--- src/rtl/axi_wid_regen_pkg.sv ---
`timescale 1ns/1ps
package axi_wid_regen_pkg;
  typedef enum logic [1:0] {
    LOCK_NORMAL = 2'b00,
    LOCK_EXCL   = 2'b01,
    LOCK_HELD   = 2'b10
  } axi3_lock_e;

  function automatic axi3_lock_e to_axi3_lock(input logic excl);
    return excl ? LOCK_EXCL : LOCK_NORMAL;
  endfunction
endpackage

--- src/rtl/wid_queue.sv ---
`timescale 1ns/1ps
module wid_queue #(
  parameter int ID_W  = 4,
  parameter int DEPTH = 8,
  parameter bit STORE = 1'b1
) (
  input  logic            clk_i,
  input  logic            rst_ni,
  input  logic            push_i,
  input  logic [ID_W-1:0] id_i,
  input  logic            pop_i,
  output logic [ID_W-1:0] head_o,
  output logic            full_o,
  output logic            empty_o
);
  localparam int PTR_W = (DEPTH > 1) ? $clog2(DEPTH) : 1;
  localparam int CNT_W = $clog2(DEPTH + 1);

  logic [CNT_W-1:0] cnt;

  always_ff @(posedge clk_i or negedge rst_ni) begin
    if (!rst_ni) cnt <= '0;
    else begin
      case ({push_i, pop_i})
        2'b10:   cnt <= cnt + 1'b1;
        2'b01:   cnt <= cnt - 1'b1;
        default: ;
      endcase
    end
  end

  assign full_o  = (cnt == CNT_W'(DEPTH));
  assign empty_o = (cnt == '0);

  generate
    if (STORE) begin : g_store
      logic [ID_W-1:0]  mem [DEPTH];
      logic [PTR_W-1:0] wp, rp;

      function automatic logic [PTR_W-1:0] inc(input logic [PTR_W-1:0] p);
        return (p == PTR_W'(DEPTH - 1)) ? '0 : p + 1'b1;
      endfunction

      always_ff @(posedge clk_i or negedge rst_ni) begin
        if (!rst_ni) begin
          wp <= '0;
          rp <= '0;
        end else begin
          if (push_i) wp <= inc(wp);
          if (pop_i)  rp <= inc(rp);
        end
      end

      always_ff @(posedge clk_i) begin
        if (push_i) mem[wp] <= id_i;
      end

      assign head_o = mem[rp];
    end else begin : g_count
      logic unused_id;
      assign unused_id = ^id_i;
      assign head_o    = '0;
    end
  endgenerate

  AST_NO_OVERFLOW: assert property (@(posedge clk_i) disable iff (!rst_ni)
    push_i |-> !full_o);
  AST_NO_UNDERFLOW: assert property (@(posedge clk_i) disable iff (!rst_ni)
    pop_i |-> !empty_o);
  AST_PUSH_POP_HOLD: assert property (@(posedge clk_i) disable iff (!rst_ni)
    (push_i && pop_i) |=> $stable(cnt));
endmodule

--- src/rtl/aw_lock_map.sv ---
`timescale 1ns/1ps
module aw_lock_map
  import axi_wid_regen_pkg::*;
(
  input  logic       excl_i,
  output logic [1:0] lock_o
);
  assign lock_o = to_axi3_lock(excl_i);
endmodule

--- src/rtl/w_id_sel.sv ---
`timescale 1ns/1ps
module w_id_sel #(
  parameter int ID_W          = 4,
  parameter int USER_W        = 8,
  parameter int USER_OFS      = 0,
  parameter bit WID_FROM_USER = 1'b0,
  parameter bit ID_TO_USER    = 1'b1
) (
  input  logic [ID_W-1:0]   head_i,
  input  logic [USER_W-1:0] user_i,
  output logic [ID_W-1:0]   wid_o,
  output logic [USER_W-1:0] user_o
);
  generate
    if (WID_FROM_USER) begin : g_user_src
      logic unused_head;
      assign unused_head = ^head_i;
      assign wid_o       = user_i[USER_OFS +: ID_W];
      assign user_o      = user_i;
    end else begin : g_queue_src
      assign wid_o = head_i;
      if (ID_TO_USER) begin : g_ins
        always_comb begin
          user_o = user_i;
          user_o[USER_OFS +: ID_W] = head_i;
        end
      end else begin : g_pass
        assign user_o = user_i;
      end
    end
  endgenerate
endmodule

--- src/rtl/axi_wid_regen.sv ---
`timescale 1ns/1ps
module axi_wid_regen #(
  parameter int ID_W          = 4,
  parameter int ADDR_W        = 32,
  parameter int LEN_W         = 8,
  parameter int DATA_W        = 32,
  parameter int USER_W        = 8,
  parameter int DEPTH         = 8,
  parameter int USER_OFS      = 2,
  parameter bit WID_FROM_USER = 1'b0,
  parameter bit ID_TO_USER    = 1'b1
) (
  input  logic                clk_i,
  input  logic                rst_ni,
  input  logic [ID_W-1:0]     s_awid_i,
  input  logic [ADDR_W-1:0]   s_awaddr_i,
  input  logic [LEN_W-1:0]    s_awlen_i,
  input  logic                s_awlock_i,
  input  logic                s_awvalid_i,
  output logic                s_awready_o,
  output logic [ID_W-1:0]     m_awid_o,
  output logic [ADDR_W-1:0]   m_awaddr_o,
  output logic [LEN_W-1:0]    m_awlen_o,
  output logic [1:0]          m_awlock_o,
  output logic                m_awvalid_o,
  input  logic                m_awready_i,
  input  logic [DATA_W-1:0]   s_wdata_i,
  input  logic [DATA_W/8-1:0] s_wstrb_i,
  input  logic                s_wlast_i,
  input  logic [USER_W-1:0]   s_wuser_i,
  input  logic                s_wvalid_i,
  output logic                s_wready_o,
  output logic [ID_W-1:0]     m_wid_o,
  output logic [DATA_W-1:0]   m_wdata_o,
  output logic [DATA_W/8-1:0] m_wstrb_o,
  output logic                m_wlast_o,
  output logic [USER_W-1:0]   m_wuser_o,
  output logic                m_wvalid_o,
  input  logic                m_wready_i
);
  logic            full, empty, push, pop;
  logic [ID_W-1:0] head_id;

  // address channel: gated only by queue space
  assign m_awvalid_o = rst_ni & s_awvalid_i & ~full;
  assign s_awready_o = rst_ni & m_awready_i & ~full;
  assign m_awid_o    = s_awid_i;
  assign m_awaddr_o  = s_awaddr_i;
  assign m_awlen_o   = s_awlen_i;
  assign push        = s_awvalid_i & s_awready_o;

  aw_lock_map u_lock (
    .excl_i (s_awlock_i),
    .lock_o (m_awlock_o)
  );

  // data channel: held until its address has been accepted
  assign m_wvalid_o = s_wvalid_i & ~empty;
  assign s_wready_o = m_wready_i & ~empty;
  assign m_wdata_o  = s_wdata_i;
  assign m_wstrb_o  = s_wstrb_i;
  assign m_wlast_o  = s_wlast_i;
  assign pop        = s_wvalid_i & s_wready_o & s_wlast_i;

  wid_queue #(
    .ID_W  (ID_W),
    .DEPTH (DEPTH),
    .STORE (!WID_FROM_USER)
  ) u_queue (
    .clk_i   (clk_i),
    .rst_ni  (rst_ni),
    .push_i  (push),
    .id_i    (s_awid_i),
    .pop_i   (pop),
    .head_o  (head_id),
    .full_o  (full),
    .empty_o (empty)
  );

  w_id_sel #(
    .ID_W          (ID_W),
    .USER_W        (USER_W),
    .USER_OFS      (USER_OFS),
    .WID_FROM_USER (WID_FROM_USER),
    .ID_TO_USER    (ID_TO_USER)
  ) u_sel (
    .head_i (head_id),
    .user_i (s_wuser_i),
    .wid_o  (m_wid_o),
    .user_o (m_wuser_o)
  );

  AST_LOCK_MAP: assert property (@(posedge clk_i) disable iff (!rst_ni)
    m_awvalid_o |-> (m_awlock_o == {1'b0, s_awlock_i}));
  AST_AW_GATE: assert property (@(posedge clk_i) disable iff (!rst_ni)
    (m_awvalid_o && m_awready_i) |-> s_awready_o);

  generate
    if (!WID_FROM_USER) begin : g_wid_chk
      AST_WID_HOLD: assert property (@(posedge clk_i) disable iff (!rst_ni)
        (m_wvalid_o && m_wready_i && !s_wlast_i) |=> (m_wid_o == $past(m_wid_o)));
    end
  endgenerate
endmodule

--- config.mk ---
export PLATFORM = sky130hd
export DESIGN_NAME = axi_wid_regen
export DESIGN_NICKNAME = d
export VERILOG_FILES = /design/src/rtl/axi_wid_regen_pkg.sv /design/src/rtl/wid_queue.sv /design/src/rtl/aw_lock_map.sv /design/src/rtl/w_id_sel.sv /design/src/rtl/axi_wid_regen.sv
export SDC_FILE = /design/constraint.sdc
export NUM_CORES = 1
export LEC_CHECK = 0
export ABC_AREA = 1
export BUFFER_PORTS_ARGS = -buffer_cell sky130_fd_sc_hd__buf_2
export CORE_AREA = 4 4 84 86
export CTS_BUF_LIST = sky130_fd_sc_hd__clkbuf_16
export DETAILED_ROUTE_END_ITERATION = 12
export DIE_AREA = 0 0 88 90
export GPL_TIMING_DRIVEN = 0
export PLACE_DENSITY_LB_ADDON = 0.05
export SYNTH_ARGS = -nofsm -noshare
export SYNTH_HDL_FRONTEND = slang
export SYNTH_HIERARCHICAL = 1
export SYNTH_SLANG_ARGS = --single-unit
--- constraint.sdc ---
create_clock -name clk_i -period 5.45 [get_ports clk_i]
set_input_delay 0.8175 -clock clk_i [delete_from_list [all_inputs] [get_ports clk_i]]
set_output_delay 0.8175 -clock clk_i [all_outputs]
set_load 0.05 [all_outputs]
; ---- Word level (Yosys, flattened, before mapping)
; Memories as Yosys holds them, arrays and structs flattened.
; Cells that the tools add are included.
[classes]
eq_ne = 5
n_addsub = 4
mux = 6
n_bitwise = 11
reduce_logical = 2
[op_table]
columns = op, n
row1 = $and A1 B1 Y1, 9
row2 = $pmux W4 S2, 1
row3 = $add A3 B1 Y3 const B, 2
row4 = $eq A3 B3 Y1 const B, 2
row5 = $mux W3, 2
row6 = $add A4 B1 Y4 const B, 1
row7 = $eq A4 B4 Y1 const B, 1
row8 = $logic_not A4 Y1, 1
row9 = $sub A4 B1 Y4 const B, 1
row10 = $mux W1, 3
row11 = $eq A2 B1 Y1 const B, 1
row12 = $eq A2 B2 Y1 const B, 1
row13 = $not A1 Y1, 2
row14 = $reduce_bool A2 Y1, 1
[word_totals]
memories = 1
in_bits = 96
regBits = 10
mem_bits_rw = 32
output_inout_bits = 99
[memory_table]
columns = memory, words, width, read_ports, rd_clocked_by_memory_dff, wr, line
row1 = u_queue.g_store.mem, 8, 4, 1, 0, 1, wid_queue.sv:37  ; logic [ID_W-1:0] mem [DEPTH];

; ---- Longest topological paths before layout
; Gate-level depths: netlist of the first run.
[depth]
depth_word = 7
mapped_depth = 16

; ---- Modules after synthesis
; Netlist of the first run, hierarchy kept.
[by_module_without_submodules]
columns = mod, instances, cells_each, area_per_inst_um2, seq_area_each_um2
row1 = wid_queue, 1, 171, 1900.6, 1211.2
row2 = axi_wid_regen, 1, 95, 669.4, 0.0
row3 = w_id_sel, 1, 12, 90.1, 0.0
row4 = aw_lock_map, 1, 3, 18.8, 0.0

; ---- Worst setup path before layout of the first run
; No wires, ideal clock.
[synth_path]
path_type = in2out
startpoint = in m_awready_i
endpoint = out s_awready_o
path_stages = 2
t_required_ns = 4.633
setup_slack_ns = 3.132
n_path_buf = 0
t_arrival_ns = 1.501
path_cell_list = nand2_1 -> nor2_1
[synth_between]
elab_chain_cells = 2
[synth_lines]
columns = item, line
row1 = start: declaration, axi_wid_regen.sv:26  ; input logic m_awready_i,
row2 = $and A1 B1 Y1 (2 in a row), axi_wid_regen.sv:46  ; assign s_awready_o = rst_ni & m_awready_i & ~full;
row3 = end: declaration, axi_wid_regen.sv:20  ; output logic s_awready_o,
; No other way between the ends.

; ---- Worst setup path after layout of the first run
[layout_path]
startpoint = reg u_queue.g_store.rp[1]
endpoint = out m_wid_o[1]
[layout_between]
elab_chain_cells = 1
[layout_lines]
columns = item, line
row1 = start: declaration, wid_queue.sv:38  ; logic [PTR_W-1:0] wp, rp;
row2 = start signal: assignment, wid_queue.sv:50  ; if (pop_i) rp <= inc(rp);
row3 = $mem_v2 Z8 W4, n/a
row4 = end: declaration, axi_wid_regen.sv:33  ; output logic [ID_W-1:0] m_wid_o,
; No other way between the ends.

==> impl_metrics.json, run 1 <==
{
  "layout.nets": 499,
  "place_hpwl_um": 5620,
  "synth-seq-cells": 42,
  "grtUsageTotal_pct": 16.7,
  "area_growth_pct": 30.0,
  "crit_top_cell": "nand2_1",
  "startpoint_type": "flip-flop",
  "synth_edf_count": 32,
  "num-fill-cells": 567,
  "async_flop_share_pct": 23.8,
  "yosysSeqAreaShare_pct": 45.2,
  "clock-skew-final_ns": 0.00435,
  "route.vias.total": 2116,
  "cap_viol_max_count": 0,
  "avgSynthCellArea_um2": 9.53,
  "crit_buf_inv": 3,
  "avgRoutedWirePerCell_um": 14.3,
  "path_cells": "inv_1 -> o21ai_0 -> o22ai_1 -> nand2_1 -> nand2_1 -> buf_4 -> buf_2",
  "status": "finished clean",
  "cts_tree": "yes",
  "rows": 29,
  "die_height_um": 90,
  "holdCritPathClass": "in2async",
  "cp_slowest_cell": "dfrtp_1",
  "port_buffers": 108,
  "slew_violations": 0,
  "rsz0062_at_grt": "false",
  "setup_viol": 0,
  "num_antenna_cells": 0,
  "clock-sinks": 42,
  "reg2reg_slack_ns": 3.13,
  "first_iter_violations": 91,
  "die_x_um": 88,
  "ios": 195,
  "post-place-ws_ns": 2.77,
  "cts_setup_buffers": 0,
  "drive_gt1_share_pct": 57.2,
  "cts_root_buffer": "clkbuf_16",
  "grt_pass1_vias": 1957,
  "cts_resized": 0,
  "yosys_warnings": 6,
  "worstSetupPathType": "reg2out",
  "finalCritPeriodShare_pct": 49.6,
  "cp.arrival_ns": 1.88,
  "fmax_mhz": 370,
  "required_ns": 4.63,
  "critPathMaxFanout": 10,
  "syn_nets": 384,
  "via_per_inst": 4.46,
  "overflow": 0,
  "ctsHoldBuffers": 0,
  "syn_inst": 281,
  "powerDensity_nw_per_um2": 473,
  "initial_core_util_pct": 42.7,
  "path_clk_slew_ns": 0.06,
  "slew_headroom_pct": 64.3,
  "setup_tns_ns": 0,
  "ys.flop_type": "edfxtp_1",
  "post-route-min-period_ns": 2.70,
  "p_leak_nw": 1.76,
  "die_area_um2": 7920,
  "tightest_slew_ns": 0.534,
  "vdd_drop_max_mv": 0.543,
  "syn_area_um2": 2680,
  "cts_buffers": 5,
  "drtAntennaViolNets": 0,
  "end_kind": "primary output",
  "cts_buffer_depth": 2,
  "routed_wl_um": 6770,
  "core_um2": 6280,
  "grt_max_degree": 14,
  "post-route-drc-count": 0,
  "finalCoreUtilization_pct": 55.5,
  "grt_antenna_before_repair": 0,
  "place.gp.congestion": 0.785,
  "finalWorstSetupSlack_ns": 2.75,
  "hold_viol_final": 0,
  "synth_cell_types": 27,
  "cp_top_family": "buffers and inverters",
  "first_pass_iters": 4,
  "insertion_delay_ns": 0.28,
  "grt_pass1_wl_um": 10200,
  "slowest_delay_ns": 0.50,
  "htreeDepth": 2
}
==> worst register-to-register path, cell delays in order (launching register included) <==
cell,delay [ns]
dfrtp_1,0.41
or2_2,0.32
nor3_1,0.21
inv_1,0.07
nand2_1,0.07
nor2_1,0.13
ha_1,0.27
nand2_1,0.08
inv_1,0.05
nor2_2,0.10
ha_1,0.15
a21oi_1,0.04
or2_1,0.22
a31oi_1,0.12
==> stage by stage <==
stage	hold slack, ns	area (µm²)	power, mW	instances
6_report	0.412	3480	1.65	474
5_1_grt	0.429	3480	1.75	474
3_3_place_gp	0.527	3320	1.33	466
4_1_cts	0.421	3480	1.66	474
2_1_floorplan	0.486	2680	1.16	281
3_5_place_dp	0.524	3320	1.33	466
==> where the power goes <==
group / switching, mW / internal, mW / leakage, nW
clock: 0.114 / 0.214 / 0.0812
sequential: 0.0469 / 0.390 / 0.410
combinational: 0.585 / 0.296 / 1.27
==> Yosys cell counts (2+ instances only) <==
cell	n	area, µm²
dfrtp_1	10	250
o22ai_1	9	56.3
buf_4	95	713
o21ai_0	19	95.1
ha_1	7	87.6
nand2_1	38	143
inv_1	17	63.8
edfxtp_1	32	961
o21ai_1	2	10.0
nand3_1	3	15.0
nor2_1	23	86.3
nor2_2	10	62.6
xnor2_1	2	17.5
==> state kept, by name, indices dropped and copies added, names as in the netlist <==
name                 count
u_queue/g_store.rp       3
u_queue/cnt              4
u_queue/g_store.mem     32
u_queue/g_store.wp       3
==> cell type report <==
| type | count | area, µm² | area share, % |
|---|---|---|---|
| clock buffers | 5 | 125 | 3.59 |
| well taps | 77 | 96.3 | 2.77 |
| repair buffers | 108 | 541 | 15.5 |
| inverters | 19 | 78.8 | 2.26 |
| multi-input cells | 122 | 629 | 18.1 |
| clock inverters | 3 | 41.3 | 1.19 |
| plain buffers | 98 | 759 | 21.8 |
| flip-flops and latches | 42 | 1210 | 34.8 |
==> layout by cell type, fill, tap and decap left out, drive strengths merged, types with 5 or more instances in the layout <==
cell,Yosys,final
dfrtp,10,10
clkbuf,0,5
nand2,38,38
ha,7,7
inv,19,20
buf,98,206
nor2,33,33
edfxtp,32,32
o21ai,21,21
o22ai,9,9
==> cells by family after synthesis <==
family          Yosys count  share of synthesized area, %
buf+inv                 117                          31.3
fa+ha+maj                 7                          3.27
other cells               1                         0.140
xor+xnor                  2                         0.654
flops                    42                          45.2
compound gates           33                          6.73
simple gates             79                          12.7
==> final timing paths <==
path	startpoint	endpoint	cells after the start
min	rst_ni	u_queue/g_store.wp[0]$_DFFE_PN0P_	1
max	u_queue/g_store.rp[1]$_DFFE_PN0P_	m_wid_o[1]	7
min reg2reg	u_queue/cnt[0]$_DFFE_PN0P_	u_queue/cnt[0]$_DFFE_PN0P_	1
min in group clk_i	u_queue/cnt[0]$_DFFE_PN0P_	u_queue/cnt[0]$_DFFE_PN0P_	1
max reg2reg	u_queue/cnt[1]$_DFFE_PN0P_	u_queue/cnt[2]$_DFFE_PN0P_	13
max in group asynchronous	rst_ni	u_queue/cnt[1]$_DFFE_PN0P_	1
==> routing by layer <==
metal	GRT usage [%]	vias up	wire length, µm
met2	27.2	105	3260
met3	3.47	8	619
met4	4.99	0	108
li1	-	1046	-
met5	0	-	0
met1	22.0	957	2780
No activity file was read; power rests on OpenSTA's default activity.
==> run 2, diff against run 1 <==
- CORE_AREA: 4 4 84 86 -> 4 4 91 93
- DIE_AREA: 0 0 88 90 -> 0 0 95 97
- clock period: 5.45 -> 2.4 ns (I/O delays scaled with it)
==> impl_metrics.json, run 2 (same netlist as run 1, synthesis figures left out) <==
{
  "overflow": 0,
  "core_um2": 7530,
  "fmax_mhz": 450,
  "path_clk_slew_ns": 0.06,
  "htreeDepth": 2,
  "ios": 195,
  "area_growth_pct": 32.0,
  "cap_viol_max_count": 0,
  "post-route-min-period_ns": 2.22,
  "power_mw": 3.74,
  "final_cell_mix": "buf_2, buf_4, nand2_1",
  "routed_wl_um": 6900,
  "reg_top3": "u_queue/g_store.mem (32), u_queue/cnt (4)",
  "die_x_um": 95,
  "largest_reg_flops": 32,
  "port_buffers": 108,
  "rsz0062_at_grt": "false",
  "insertion_delay_ns": 0.28,
  "num-fill-cells": 736,
  "initial_core_util_pct": 35.6,
  "grt_pass1_wl_um": 9750,
  "cp_slowest_cell": "dfrtp_1",
  "place_hpwl_um": 5800,
  "final_common_cell": "buf_2",
  "layout.nets": 500,
  "p_leak_nw": 1.77,
  "vdd_drop_max_mv": 0.347,
  "status": "finished clean",
  "num_antenna_cells": 0,
  "required_ns": 2.04,
  "clock-skew-final_ns": 0.00537,
  "worstSetupPathType": "reg2out",
  "post-route-drc-count": 0,
  "avgRoutedWirePerCell_um": 13.8,
  "holdCritPathClass": "in2reg",
  "cts_tree": "yes",
  "rows": 32,
  "critPathMaxFanout": 10,
  "powerDensity_nw_per_um2": 1060,
  "crit_buf_inv": 3,
  "crit_top_cell": "nand2_1",
  "slew_violations": 0,
  "dpl.cell_count": 491,
  "route.vias.total": 2076,
  "slowest_delay_ns": 0.48,
  "cts_buffers": 5,
  "setup_viol": 0,
  "die_height_um": 97,
  "cts_buffer_depth": 2,
  "place.gp.congestion": 0.762,
  "first_pass_iters": 4,
  "end_kind": "primary output",
  "path_cells": "inv_1 -> o21ai_0 -> o22ai_1 -> nand2_1 -> nand2_1 -> buf_4 -> buf_2",
  "first_iter_violations": 59,
  "grt_pass1_vias": 1881,
  "post-place-ws_ns": -0.00617,
  "stdcell_count": 500,
  "cts_root_buffer": "clkbuf_16",
  "cp.arrival_ns": 1.86,
  "hold_viol_final": 0,
  "drtAntennaViolNets": 0,
  "grt_max_degree": 14,
  "grtUsageTotal_pct": 14.0,
  "drive_gt1_share_pct": 58.0,
  "cp_top_family": "buffers and inverters",
  "startpoint_type": "flip-flop",
  "top_register": "u_queue/g_store.mem",
  "die_area_um2": 9220,
  "finalWorstSetupSlack_ns": 0.177,
  "tightest_slew_ns": 0.611,
  "finalCritPeriodShare_pct": 92.6,
  "clock-sinks": 42,
  "via_per_inst": 4.15,
  "slew_headroom_pct": 59.1,
  "cts_setup_buffers": 0,
  "grt_antenna_before_repair": 0
}
[run 2: changes by cell type in the layout (fill, tap and decap cells not counted), sizes merged]
| cell | before | now |
|---|---|---|
| dlygate4sd3 | 0 | 1 |
[run 2: area by class of cell]
type                            instances  area (µm²)  share of cell area [%]
Timing Repair Buffer                  109         551                    15.6
Tap cell                              102         128                    3.61
Clock inverter                          3        41.3                    1.17
Multi-Input combinational cell        122         642                    18.2
Inverter                               19        78.8                    2.23
Clock buffer                            5         125                    3.54
Sequential cell                        42        1210                    34.3
Buffer                                 98         759                    21.5
[run 2: worst register-to-register path, stage by stage (launching register included)]
cell     delay, ns
dfrtp_1       0.42
or2_2         0.34
nor2_2        0.12
inv_1         0.06
nand3_2       0.07
nor2_2        0.07
inv_1         0.10
ha_2          0.22
nand2_1       0.06
inv_1         0.09
nor2_2        0.05
ha_1          0.17
a21oi_1       0.15
or2_1         0.13
a31oi_1       0.06
[run 2: where the power goes]
group	leakage (nW)	internal (mW)	total [mW]	switching (mW)
Clock	0.0812	0.486	0.744	0.258
Sequential	0.410	0.885	0.992	0.107
Combinational	1.27	0.674	2.01	1.33
Total	1.77	2.05	3.74	1.70
[run 2: what timing repair did]
item                                   in CTS  in global routing
endpoints found under the hold margin      10                  0
setup endpoints to repair                   1                  2
hold buffers                                1                  0
resized for setup                           1                  3
pin swaps                                   0                  0
[run 2: worst paths after layout]
check	depth (start not counted)	slack [ns]	endpoint	start
worst max-delay path	7	0.18	m_wid_o[3]	u_queue/g_store.rp[1]$_DFFE_PN0P_
worst min-delay path	1	0.38	u_queue/g_store.mem[2][0]$_DFFE_PP_	s_awid_i[0]
worst max register to register	14	0.18	u_queue/cnt[2]$_DFFE_PN0P_	u_queue/cnt[1]$_DFFE_PN0P_
worst min register to register	1	0.53	u_queue/cnt[0]$_DFFE_PN0P_	u_queue/cnt[0]$_DFFE_PN0P_
max in group asynchronous	2	1.33	u_queue/g_store.rp[1]$_DFFE_PN0P_	rst_ni
min in group asynchronous	2	0.67	u_queue/g_store.wp[1]$_DFFE_PN0P_	rst_ni
[run 2: stage by stage]
stage,hold WS (ns),instance area (µm²),TNS (ns),utilization [%]
3_5_place_dp,0.273,3350,-0.00617,44.5
6_report,0.379,3540,0,47.0
2_1_floorplan,0.0644,2680,0,-
3_3_place_gp,0.268,3350,0,44.5
5_1_grt,0.399,3540,0,47.0
4_1_cts,0.385,3530,0,46.9
[run 2: routing by layer]
metal  routed length (µm)  GRT usage [%]
met5                    0              0
met4                   87           3.33
met3                  609           2.80
met2                 3640           26.2
met1                 2560           15.8
==> run 3, diff against run 2 <==
- PLACE_DENSITY: not set -> 0.81
- PLACE_DENSITY_LB_ADDON: 0.05 -> not set
==> impl_metrics.json, run 3 (same netlist as run 1, synthesis figures left out) <==
{
  "pwr-share-comb_pct": 55.4,
  "grt_max_degree": 13,
  "status": "finished clean",
  "clock-skew-final_ns": 0.00268,
  "r2r_end": "u_queue/cnt[2]$_DFFE_PN0P_",
  "ios": 195,
  "top_register": "u_queue/g_store.mem",
  "die_x_um": 95,
  "drive_gt1_share_pct": 57.5,
  "cts_tree": "yes",
  "die_height_um": 97,
  "final_common_cell": "buf_2",
  "internal_power_mw": 1.94,
  "cap_viol_max_count": 0,
  "cp_slowest_cell": "dfrtp_1",
  "initial_core_util_pct": 35.6,
  "rsz0062_at_grt": "false",
  "critPathCapture": "u_queue/cnt[2]$_DFFE_PN0P_",
  "clock-sinks": 42,
  "multi_input_area_um2": 637,
  "grt_pass1_wl_um": 11400,
  "crit_buf_inv": 3,
  "first_pass_iters": 4,
  "num-fill-cells": 728,
  "routed_wl_um": 7880,
  "finalCritPeriodShare_pct": 93.4,
  "vdd_drop_max_mv": 0.532,
  "slowest_delay_ns": 0.41,
  "first_iter_violations": 78,
  "cp-startpoint": "u_queue/cnt[1]$_DFFE_PN0P_",
  "reg2reg_slack_ns": 0.16,
  "ff2ff_path_depth": 14,
  "sw_frac_of_total_pct": 46.7,
  "hold_viol_final": 0,
  "htreeDepth": 2,
  "cts_root_buffer": "clkbuf_16",
  "critPathMaxFanout": 6,
  "worstSetupPathType": "reg2reg",
  "post-route-min-period_ns": 2.24,
  "layout.nets": 500,
  "cts_buffer_depth": 2,
  "place.gp.congestion": 0.869,
  "cts_buffers": 5,
  "via_per_inst": 4.38,
  "holdCritPathClass": "in2reg",
  "hold_ws_ns": 0.395,
  "setup_viol": 0,
  "overflow": 0,
  "slew_violations": 0,
  "reg_top3": "u_queue/g_store.mem (32), u_queue/cnt (4)",
  "powerDensity_nw_per_um2": 1040,
  "regArea_um2": 1210,
  "p_leak_nw": 1.76,
  "insertion_delay_ns": 0.28,
  "port_buffers": 108,
  "cp_top_family": "simple AND/OR/NAND/NOR gates",
  "grtUsageTotal_pct": 16.1,
  "startpoint_type": "flip-flop",
  "rows": 32,
  "fmax_mhz": 446,
  "crit_cells": 14,
  "final_cell_mix": "buf_2, buf_4, nand2_1",
  "p_seq_share_pct": 27.5,
  "power_switching_mw": 1.70,
  "core_um2": 7530,
  "post-route-drc-count": 0,
  "num_antenna_cells": 0,
  "route.vias.total": 2190,
  "area_growth_pct": 30.7,
  "cp.arrival_ns": 2.40,
  "cts_setup_buffers": 0,
  "required_ns": 2.56,
  "r2r-start": "u_queue/cnt[1]$_DFFE_PN0P_",
  "crit_top_cell": "inv_1",
  "grt_pass1_vias": 2170,
  "clockPowerShare_pct": 17.1,
  "setup_tns_ns": 0,
  "drtAntennaViolNets": 0,
  "finalCoreUtilization_pct": 46.5,
  "largest_reg_flops": 32,
  "grt_antenna_before_repair": 0,
  "die_area_um2": 9220,
  "path_cells": "or2_2 -> nor2_1 -> inv_1 -> nand3_2 -> nor2_2 -> inv_1 -> ha_1 -> nand2_1 -> inv_1 -> nor2_2 -> ha_1 -> a21oi_1 -> or2_1 -> a31oi_1",
  "avgRoutedWirePerCell_um": 15.8,
  "path_clk_slew_ns": 0.06,
  "end_kind": "flip-flop",
  "place_hpwl_um": 6830
}
[run 3: final cells by class]
class	count	area share, %
well taps	102	3.64
repair buffers	109	15.7
flip-flops and latches	42	34.6
inverters	19	2.25
clock inverters	3	0.357
plain buffers	98	21.7
clock buffers	5	3.57
multi-input cells	122	18.2
[run 3: metrics by stage]
step | area, µm² | setup WS [ns] | std cells | power (mW)
after floorplan | 2680 | 0.313 | 281 | 2.63
after global placement | 3350 | 0.142 | 491 | 2.96
after detailed placement | 3350 | 0.0898 | 491 | 3.02
after CTS | 3490 | 0.0726 | 500 | 3.65
after global routing | 3500 | 0.0258 | 500 | 3.85
final | 3500 | 0.159 | 500 | 3.63
[run 3: power groups by stage]
stage | combinational, mW | sequential, mW | clock, mW
after floorplan | 1.65 | 0.977 | 0
after global placement | 1.96 | 0.999 | 0
after global routing | 2.18 | 1.01 | 0.662
after CTS | 2.02 | 0.995 | 0.636
final | 2.01 | 1.00 | 0.620
after detailed placement | 2.01 | 1.01 | 0
[run 3: layer usage]
metal,GRT usage [%],vias to the layer above,wire [µm]
met5,0,-,0
met4,4.44,0,149
met3,4.43,13,725
met2,28.3,108,4030
met1,18.8,1024,2980
li1,-,1045,-
[run 3: repair_timing]
item                                    CTS  global route
endpoints found under the hold margin    10             0
gates resized for setup                   0             3
endpoints found under the setup margin    0             3
hold buffers                              1             0
[run 3: how the worst min path moves through the flow]
stage / start / to / cells past startpoint
global placement: rst_ni / u_queue/g_store.wp[0]$_DFFE_PN0P_ / 1
floorplan: rst_ni / u_queue/cnt[0]$_DFFE_PN0P_ / 0
global route: s_awid_i[1] / u_queue/g_store.mem[4][1]$_DFFE_PP_ / 1
detailed placement: rst_ni / u_queue/g_store.wp[0]$_DFFE_PN0P_ / 1
finish: s_awid_i[3] / u_queue/g_store.mem[7][3]$_DFFE_PP_ / 1
CTS: s_awid_i[3] / u_queue/g_store.mem[5][3]$_DFFE_PP_ / 1
